`config.mk`:
```
export PLATFORM = sky130hd
export DESIGN_NAME = inchg_irq_capture
export DESIGN_NICKNAME = d
export VERILOG_FILES = /design/src/rtl/inchg_pkg.sv /design/src/rtl/inchg_filter_bit.sv /design/src/rtl/inchg_filter.sv /design/src/rtl/inchg_detect.sv /design/src/rtl/inchg_capture.sv /design/src/rtl/inchg_irq_capture.sv
export SDC_FILE = /design/constraint.sdc
export NUM_CORES = 1
export LEC_CHECK = 0
export ABC_AREA = 1
export ABC_CLOCK_PERIOD_IN_PS = 1640
export BUFFER_PORTS_ARGS = -buffer_cell sky130_fd_sc_hd__buf_2
export CAP_MARGIN = 20
export CORE_MARGIN = 4
export CORE_UTILIZATION = 40
export CTS_CLUSTER_DIAMETER = 100
export DETAILED_ROUTE_END_ITERATION = 12
export PLACE_DENSITY = 0.57
export SYNTH_ARGS = -nofsm -noshare
export SYNTH_HDL_FRONTEND = slang
export SYNTH_SLANG_ARGS = --single-unit
```
`constraint.sdc`:
```
create_clock -name clk -period 1.64 [get_ports clk]
set_input_delay 0.082 -clock clk [delete_from_list [all_inputs] [get_ports clk]]
set_output_delay 0.082 -clock clk [all_outputs]
set_load 0.02 [all_outputs]
```
`src/rtl/inchg_pkg.sv`:
```
// Package: shared defaults for the input-change interrupt block.
// Assumes: the port is built from two equal halves.
package inchg_pkg;
    localparam int unsigned DEF_HALF_W = 8;
    localparam int unsigned DEF_STABLE = 4;

    // Width of a counter that must reach the value n.
    function automatic int unsigned cnt_width(input int unsigned n);
        return (n < 2) ? 1 : $clog2(n + 1);
    endfunction
endpackage

```
`src/rtl/inchg_filter_bit.sv`:
```
// Module: one-bit glitch filter.
// Accepts a new level only after it has been sampled on STABLE consecutive
// edges. Assumes pin_i is already synchronized to clk. Reset level is 0.
module inchg_filter_bit #(
    parameter int unsigned STABLE = inchg_pkg::DEF_STABLE
) (
    input  logic clk,
    input  logic rst_n,
    input  logic pin_i,
    output logic filt_o
);
    localparam int unsigned CW = inchg_pkg::cnt_width(STABLE);
    localparam logic [CW-1:0] LAST = CW'(STABLE - 1);

    logic          filt_q;
    logic [CW-1:0] cnt_q;

    // Count edges at the new level; adopt it on the STABLE-th one.
    always_ff @(posedge clk) begin
        if (!rst_n) begin
            filt_q <= 1'b0;
            cnt_q  <= '0;
        end else if (pin_i != filt_q) begin
            if (cnt_q == LAST) begin
                filt_q <= pin_i;
                cnt_q  <= '0;
            end else begin
                cnt_q <= cnt_q + 1'b1;
            end
        end else begin
            cnt_q <= '0;
        end
    end

    assign filt_o = filt_q;

    // the filtered level only moves to the level just sampled on the pin
    a_r2_follows_pin: assert property (@(posedge clk) disable iff (!rst_n)
        !$stable(filt_q) |-> (filt_q == $past(pin_i)));

    // the filtered level only moves after a full run of stable samples
    a_r2_full_run: assert property (@(posedge clk) disable iff (!rst_n)
        !$stable(filt_q) |-> ($past(cnt_q) == LAST));
endmodule

```
`src/rtl/inchg_filter.sv`:
```
// Module: glitch filter for a whole port, one filter per bit.
// Assumes all bits share one clock and reset.
module inchg_filter #(
    parameter int unsigned WIDTH  = 2 * inchg_pkg::DEF_HALF_W,
    parameter int unsigned STABLE = inchg_pkg::DEF_STABLE
) (
    input  logic             clk,
    input  logic             rst_n,
    input  logic [WIDTH-1:0] pins_i,
    output logic [WIDTH-1:0] filt_o
);
    // One independent filter per port bit.
    for (genvar b = 0; b < WIDTH; b++) begin : g_bit
        inchg_filter_bit #(.STABLE(STABLE)) u_bit (
            .clk    (clk),
            .rst_n  (rst_n),
            .pin_i  (pins_i[b]),
            .filt_o (filt_o[b])
        );
    end
endmodule

```
`src/rtl/inchg_detect.sv`:
```
// Module: change detector with host-refreshed reference.
// Compares the filtered port with the reference on input-direction bits,
// holds a pending flag until any read, and reloads the reference on a read.
// A read on the same edge as a detection wins. fire_o pulses for one
// cycle in the cycle the pending flag is about to be set.
module inchg_detect #(
    parameter int unsigned WIDTH = 2 * inchg_pkg::DEF_HALF_W
) (
    input  logic             clk,
    input  logic             rst_n,
    input  logic [WIDTH-1:0] filt_i,
    input  logic [WIDTH-1:0] dir_in_i,
    input  logic             rd_any_i,
    output logic             fire_o,
    output logic             pend_o
);
    logic [WIDTH-1:0] ref_q;
    logic             pend_q;
    logic             differs;

    // Any input-direction bit away from the reference.
    always_comb differs = |((filt_i ^ ref_q) & dir_in_i);

    // New detection: only when idle and no read on this edge.
    always_comb fire_o = differs && !pend_q && !rd_any_i;

    // Reference reload on read, pending flag set on detection.
    always_ff @(posedge clk) begin
        if (!rst_n) begin
            ref_q  <= '0;
            pend_q <= 1'b0;
        end else if (rd_any_i) begin
            ref_q  <= filt_i;
            pend_q <= 1'b0;
        end else if (fire_o) begin
            pend_q <= 1'b1;
        end
    end

    assign pend_o = pend_q;

    // any read leaves the interrupt deasserted
    a_r6_read_clears: assert property (@(posedge clk) disable iff (!rst_n)
        rd_any_i |=> !pend_q);

    // without a read, a pending interrupt stays pending
    a_r9_sticky: assert property (@(posedge clk) disable iff (!rst_n)
        (pend_q && !rd_any_i) |=> pend_q);

    // a rise needs an input-direction bit away from the reference
    a_r7_masked_rise: assert property (@(posedge clk) disable iff (!rst_n)
        $rose(pend_q) |-> $past(|((filt_i ^ ref_q) & dir_in_i)));

    // no rise on an edge that carried a read
    a_r8_read_wins: assert property (@(posedge clk) disable iff (!rst_n)
        $rose(pend_q) |-> !$past(rd_any_i));
endmodule

```
`src/rtl/inchg_capture.sv`:
```
// Module: port snapshot register.
// Loads the filtered port when the detector fires, otherwise holds.
module inchg_capture #(
    parameter int unsigned WIDTH = 2 * inchg_pkg::DEF_HALF_W
) (
    input  logic             clk,
    input  logic             rst_n,
    input  logic             fire_i,
    input  logic [WIDTH-1:0] filt_i,
    output logic [WIDTH-1:0] cap_o
);
    logic [WIDTH-1:0] cap_q;

    // Take the snapshot on a detection only.
    always_ff @(posedge clk) begin
        if (!rst_n)      cap_q <= '0;
        else if (fire_i) cap_q <= filt_i;
    end

    assign cap_o = cap_q;
endmodule

```
`src/rtl/inchg_irq_capture.sv`:
```
// Module: input-change interrupt with port capture (top).
// Filters the pins, detects a change against the host-refreshed reference,
// snapshots the port and drives the open-drain interrupt enable.
// Assumes pins are synchronized and read strobes last one cycle.
module inchg_irq_capture #(
    parameter int unsigned HALF_W = inchg_pkg::DEF_HALF_W,
    parameter int unsigned STABLE = inchg_pkg::DEF_STABLE
) (
    input  logic                clk,
    input  logic                rst_n,
    input  logic [2*HALF_W-1:0] pins_i,
    input  logic [2*HALF_W-1:0] dir_in_i,
    input  logic                rd_port_lo_i,
    input  logic                rd_port_hi_i,
    input  logic                rd_cap_lo_i,
    input  logic                rd_cap_hi_i,
    output logic [HALF_W-1:0]   cap_lo_o,
    output logic [HALF_W-1:0]   cap_hi_o,
    output logic                irq_pull_o
);
    localparam int unsigned WIDTH = 2 * HALF_W;

    logic [WIDTH-1:0] filt;
    logic [WIDTH-1:0] cap;
    logic             rd_any;
    logic             fire;
    logic             pend;

    // Any of the four host reads counts as acknowledging the change.
    always_comb rd_any = rd_port_lo_i | rd_port_hi_i | rd_cap_lo_i | rd_cap_hi_i;

    inchg_filter #(.WIDTH(WIDTH), .STABLE(STABLE)) u_filter (
        .clk    (clk),
        .rst_n  (rst_n),
        .pins_i (pins_i),
        .filt_o (filt)
    );

    inchg_detect #(.WIDTH(WIDTH)) u_detect (
        .clk      (clk),
        .rst_n    (rst_n),
        .filt_i   (filt),
        .dir_in_i (dir_in_i),
        .rd_any_i (rd_any),
        .fire_o   (fire),
        .pend_o   (pend)
    );

    inchg_capture #(.WIDTH(WIDTH)) u_capture (
        .clk    (clk),
        .rst_n  (rst_n),
        .fire_i (fire),
        .filt_i (filt),
        .cap_o  (cap)
    );

    assign cap_lo_o   = cap[HALF_W-1:0];
    assign cap_hi_o   = cap[WIDTH-1:HALF_W];
    assign irq_pull_o = pend;

    // the snapshot equals the filtered port of the detecting cycle
    a_r4_snapshot: assert property (@(posedge clk) disable iff (!rst_n)
        $rose(irq_pull_o) |-> ({cap_hi_o, cap_lo_o} == $past(filt)));

    // the capture only moves when the interrupt rises
    a_r5_frozen: assert property (@(posedge clk) disable iff (!rst_n)
        !$stable({cap_hi_o, cap_lo_o}) |-> $rose(irq_pull_o));

    // while reset is held, outputs sit at their idle values next edge
    a_r1_reset_idle: assert property (@(posedge clk)
        !rst_n |=> (!irq_pull_o && cap_lo_o == '0 && cap_hi_o == '0));
endmodule

```
==> metrics.md <==
| Metric | Value |
|---|---|
| Overall Power | `4.55 mW` |
| GPL Wtd Cong | `0.749` |
| DR pass1 iterations | `4` |
| Antenna violations before repair | `1` |
| CP max stage delay | `0.42 ns` |
| Hpwl dp | `5560 um` |
| Setup CP Type | `reg -> reg` |
| Syn_nets | `576` |
| Die height | `109 um` |
| Post-layout minimum cycle time | `1.49 ns` |
| Final Cycle Share | `90.7%` |
| Largest net degree at the start of global routing | `66` |
| Met3 wire length | `434 um` |
| #FFs+latches synth | `97` |
| All-Layer GR Usage | `14.5%` |
| Worst-Margin Slew | `0.305 ns` |
| CTS root buf | `clkbuf_8` |
| Max FO, Critical Path | `16` |
| Cells along the critical path | `nand2_1, nand2_1, nor2_1, nor2_1, nand2_1, nor2_4, buf_12, nand2_8, a21oi_1, nor2_1` |
| Post-place setup slack | `0.0157 ns` |
| Crit. path cell count | `10` |
| Unrepaired setup endpoints after global routing | `false` |
| Crit path from | `u_filter.g_bit[14].u_bit.filt_o` |
| Wl on met1 | `3850 um` |
| Htree depth | `3` |
| Syn. warnings | `0` |
| Port buffer count | `54` |
| WL per Instance | `11.2 um` |
| Mean Syn Cell Area | `8.09 um^2` |
| Power per Cell Area | `917 nW/um^2` |
| Peak ir drop on the vdd network | `0.000498 V` |
| Row count | `36` |
| Seq/Total Area, Yosys | `47.4%` |
| Total of max-cap violations | `0` |
| First-pass GRT wire length | `13600 um` |
| Syn Inst Count | `506` |
| Core ar. | `9860 um^2` |
| Clock skew | `0.00961 ns` |
| Final max-slew violation count | `0` |
| Relative slew slack | `79.6%` |
| CTS tree | `done` |
| Met2 routed WL | `3650 um` |
| Setup crit end kind | `flip-flop` |
| Post-layout util | `50.3%` |
| Ratio of cells with drive above 1 in the final layout | `17.9%` |
| WP data required | `1.91 ns` |
| Nets | `652` |
| Fmax | `672 MHz` |
| Mapped Area | `4090 um^2` |
| Vias | `3283` |
| Leakage Power | `2.19 nW` |
| Io pins | `55` |
| Type of the worst min-delay path | `in -> reg` |
| CP bufs+invs | `1` |
| CTS sink count | `97` |
| RR Startpoint | `u_filter.g_bit[14].u_bit.filt_o` |
| R2R depth | `10` |
| Top delay family on crit path | `simple AND/OR/NAND/NOR gates` |
| Top routing layer in use | `met4` |
| Clk Latency, worst-skew pair | `0.36 ns` |
| Die Wd | `109 um` |
| CTS Buffer Depth | `2` |
| R2r endpoint | `u_capture.cap_o[2]` |
| R2R Setup Slk | `0.15 ns` |
| Status | `finished, final reports clean` |
| Full die area | `11900 um^2` |
| Total CTS buffers | `9` |
| Total wire length | `8070 um` |
| Antenna-violating nets left | `0` |
| End of the critical path | `u_capture.cap_o[2]` |
| # setup viols final | `0` |
| DRC Markers | `0` |
| Drt initial violations | `143` |
| Syn-to-layout area delta | `21.3%` |
| Initial Util | `41.5%` |
| Hold Vio Cnt, Final | `0` |
| Grt ovf | `0` |
| Crit start category | `flip-flop` |
| Clock slew at reported path FFs | `0.09 ns` |
| Final WS setup | `0.152 ns` |
| Distinct cells, synth | `20` |
| Via density | `4.56` |
| Vias in the first global route | `3086` |
| Slowest CP cell | `dfxtp_1` |
| Setup TNS | `0 ns` |
| Arr. time, crit path | `1.75 ns` |
[sequential cells by signal, indices dropped and copies added, names as in the netlist]
name / cells
u_capture.cap_o: 16
u_detect.pend_o: 1
u_detect.ref_q: 16
u_filter.g_bit.u_bit.cnt_q: 48
u_filter.g_bit.u_bit.filt_o: 16
[report_power, final]
group | leakage [nW] | switching, mW | internal, mW
Clock | 0.102 | 0.786 | 0.776
Sequential | 0.790 | 0.0380 | 2.42
Combinational | 1.30 | 0.305 | 0.225
[Yosys cell counts]
cell type,number,share of area [%]
nand2_2,1,0.15
a21oi_1,64,7.8
nor2_4,2,0.55
buf_1,1,0.092
nor2_1,96,8.8
nand2_1,54,5.0
ha_1,32,9.8
buf_4,2,0.37
o211ai_1,16,2.9
nor2_2,2,0.31
clkbuf_1,7,0.64
dfxtp_1,97,47
nand3_1,7,0.86
buf_2,3,0.37
buf_6,3,0.83
nand3_2,13,3.2
o21ai_0,32,3.9
inv_1,72,6.6
o21ai_1,1,0.12
nand2_4,1,0.28
[per-stage QoR]
| step | instance area [um^2] | instances | hold slack, ns |
|---|---|---|---|
| 2_1_floorplan | 4090 | 506 | 0.209 |
| 3_3_place_gp | 4500 | 682 | 0.337 |
| 3_5_place_dp | 4500 | 682 | 0.342 |
| 4_1_cts | 4860 | 713 | 0.182 |
| 5_1_grt | 4970 | 720 | 0.195 |
| 6_report | 4970 | 720 | 0.194 |
[worst register-to-register path, cell delays in order (launching register included)]
cell and delay [ns]:
dfxtp_1 0.42, nand2_1 0.07, nand2_1 0.06, nor2_1 0.04, nor2_1 0.09, nand2_1 0.12, nor2_4 0.14, buf_12 0.13
nand2_8 0.12, a21oi_1 0.15, nor2_1 0.06
[how the worst min path moves through the flow]
stage	slack (ns)	depth (start not counted)	from	to
floorplan	0.21	2	pins_i[3]	u_filter.g_bit[3].u_bit.filt_o
global placement	0.34	3	pins_i[12]	u_filter.g_bit[12].u_bit.filt_o
detailed placement	0.34	3	pins_i[2]	u_filter.g_bit[2].u_bit.filt_o
CTS	0.18	4	rst_n	u_capture.cap_o[14]
global route	0.19	4	rst_n	u_capture.cap_o[6]
finish	0.19	4	rst_n	u_capture.cap_o[11]
[cell type report]
type                       instances  area [um^2]
fill                             966         4900
clock buffer                      12          155
sequential                        97         1950
antenna                            1         2.50
clock inverter                     3         40.0
timing repair buffer              79          548
multi-input combinational        323         1830
tap                              133          166
inverter                          72          270
[cells by family (layout without fill, tap and decap cells)]
logic type               Yosys count  count (layout)  share of synthesized area (%)
AND/OR/NAND/NOR                  176             178                           19.1
buffers and inverters             88             166                           8.90
AO/OA/AOI/OAI                    113             113                           14.8
other                              0               1                              0
adder cells (fa/ha/maj)           32              32                           9.78
flip-flops                        97              97                           47.4
[metal layers]
layer	track usage, %	vias up
li1	-	1786
met2	22.9	52
met1	18.3	1433
met3	4.44	12
met5	0	-
met4	6.31	0
[cells in the final DEF (no fill, tap or decap), drive strengths merged, types with 2 or more instances in the layout]
master       synthesis  final
o21ai               33     33
inv                 72     72
ha                  32     32
dfxtp               97     97
nand2               56     58
dlygate4sd3          0     16
a21oi               64     64
buf                  9     63
nor2               100    100
nand3               20     20
o211ai              16     16
clkbuf               7     12
clkinv               0      2
[what timing repair did]
item	4_1_cts	5_1_grt
endpoints found under the hold margin	16	0
pin swaps	0	3
gates cloned	0	2
hold buffers	16	0
setup endpoints to repair	1	17
setup buffers	0	4
resized for setup	1	8
(Power assumes the default switching activity.)
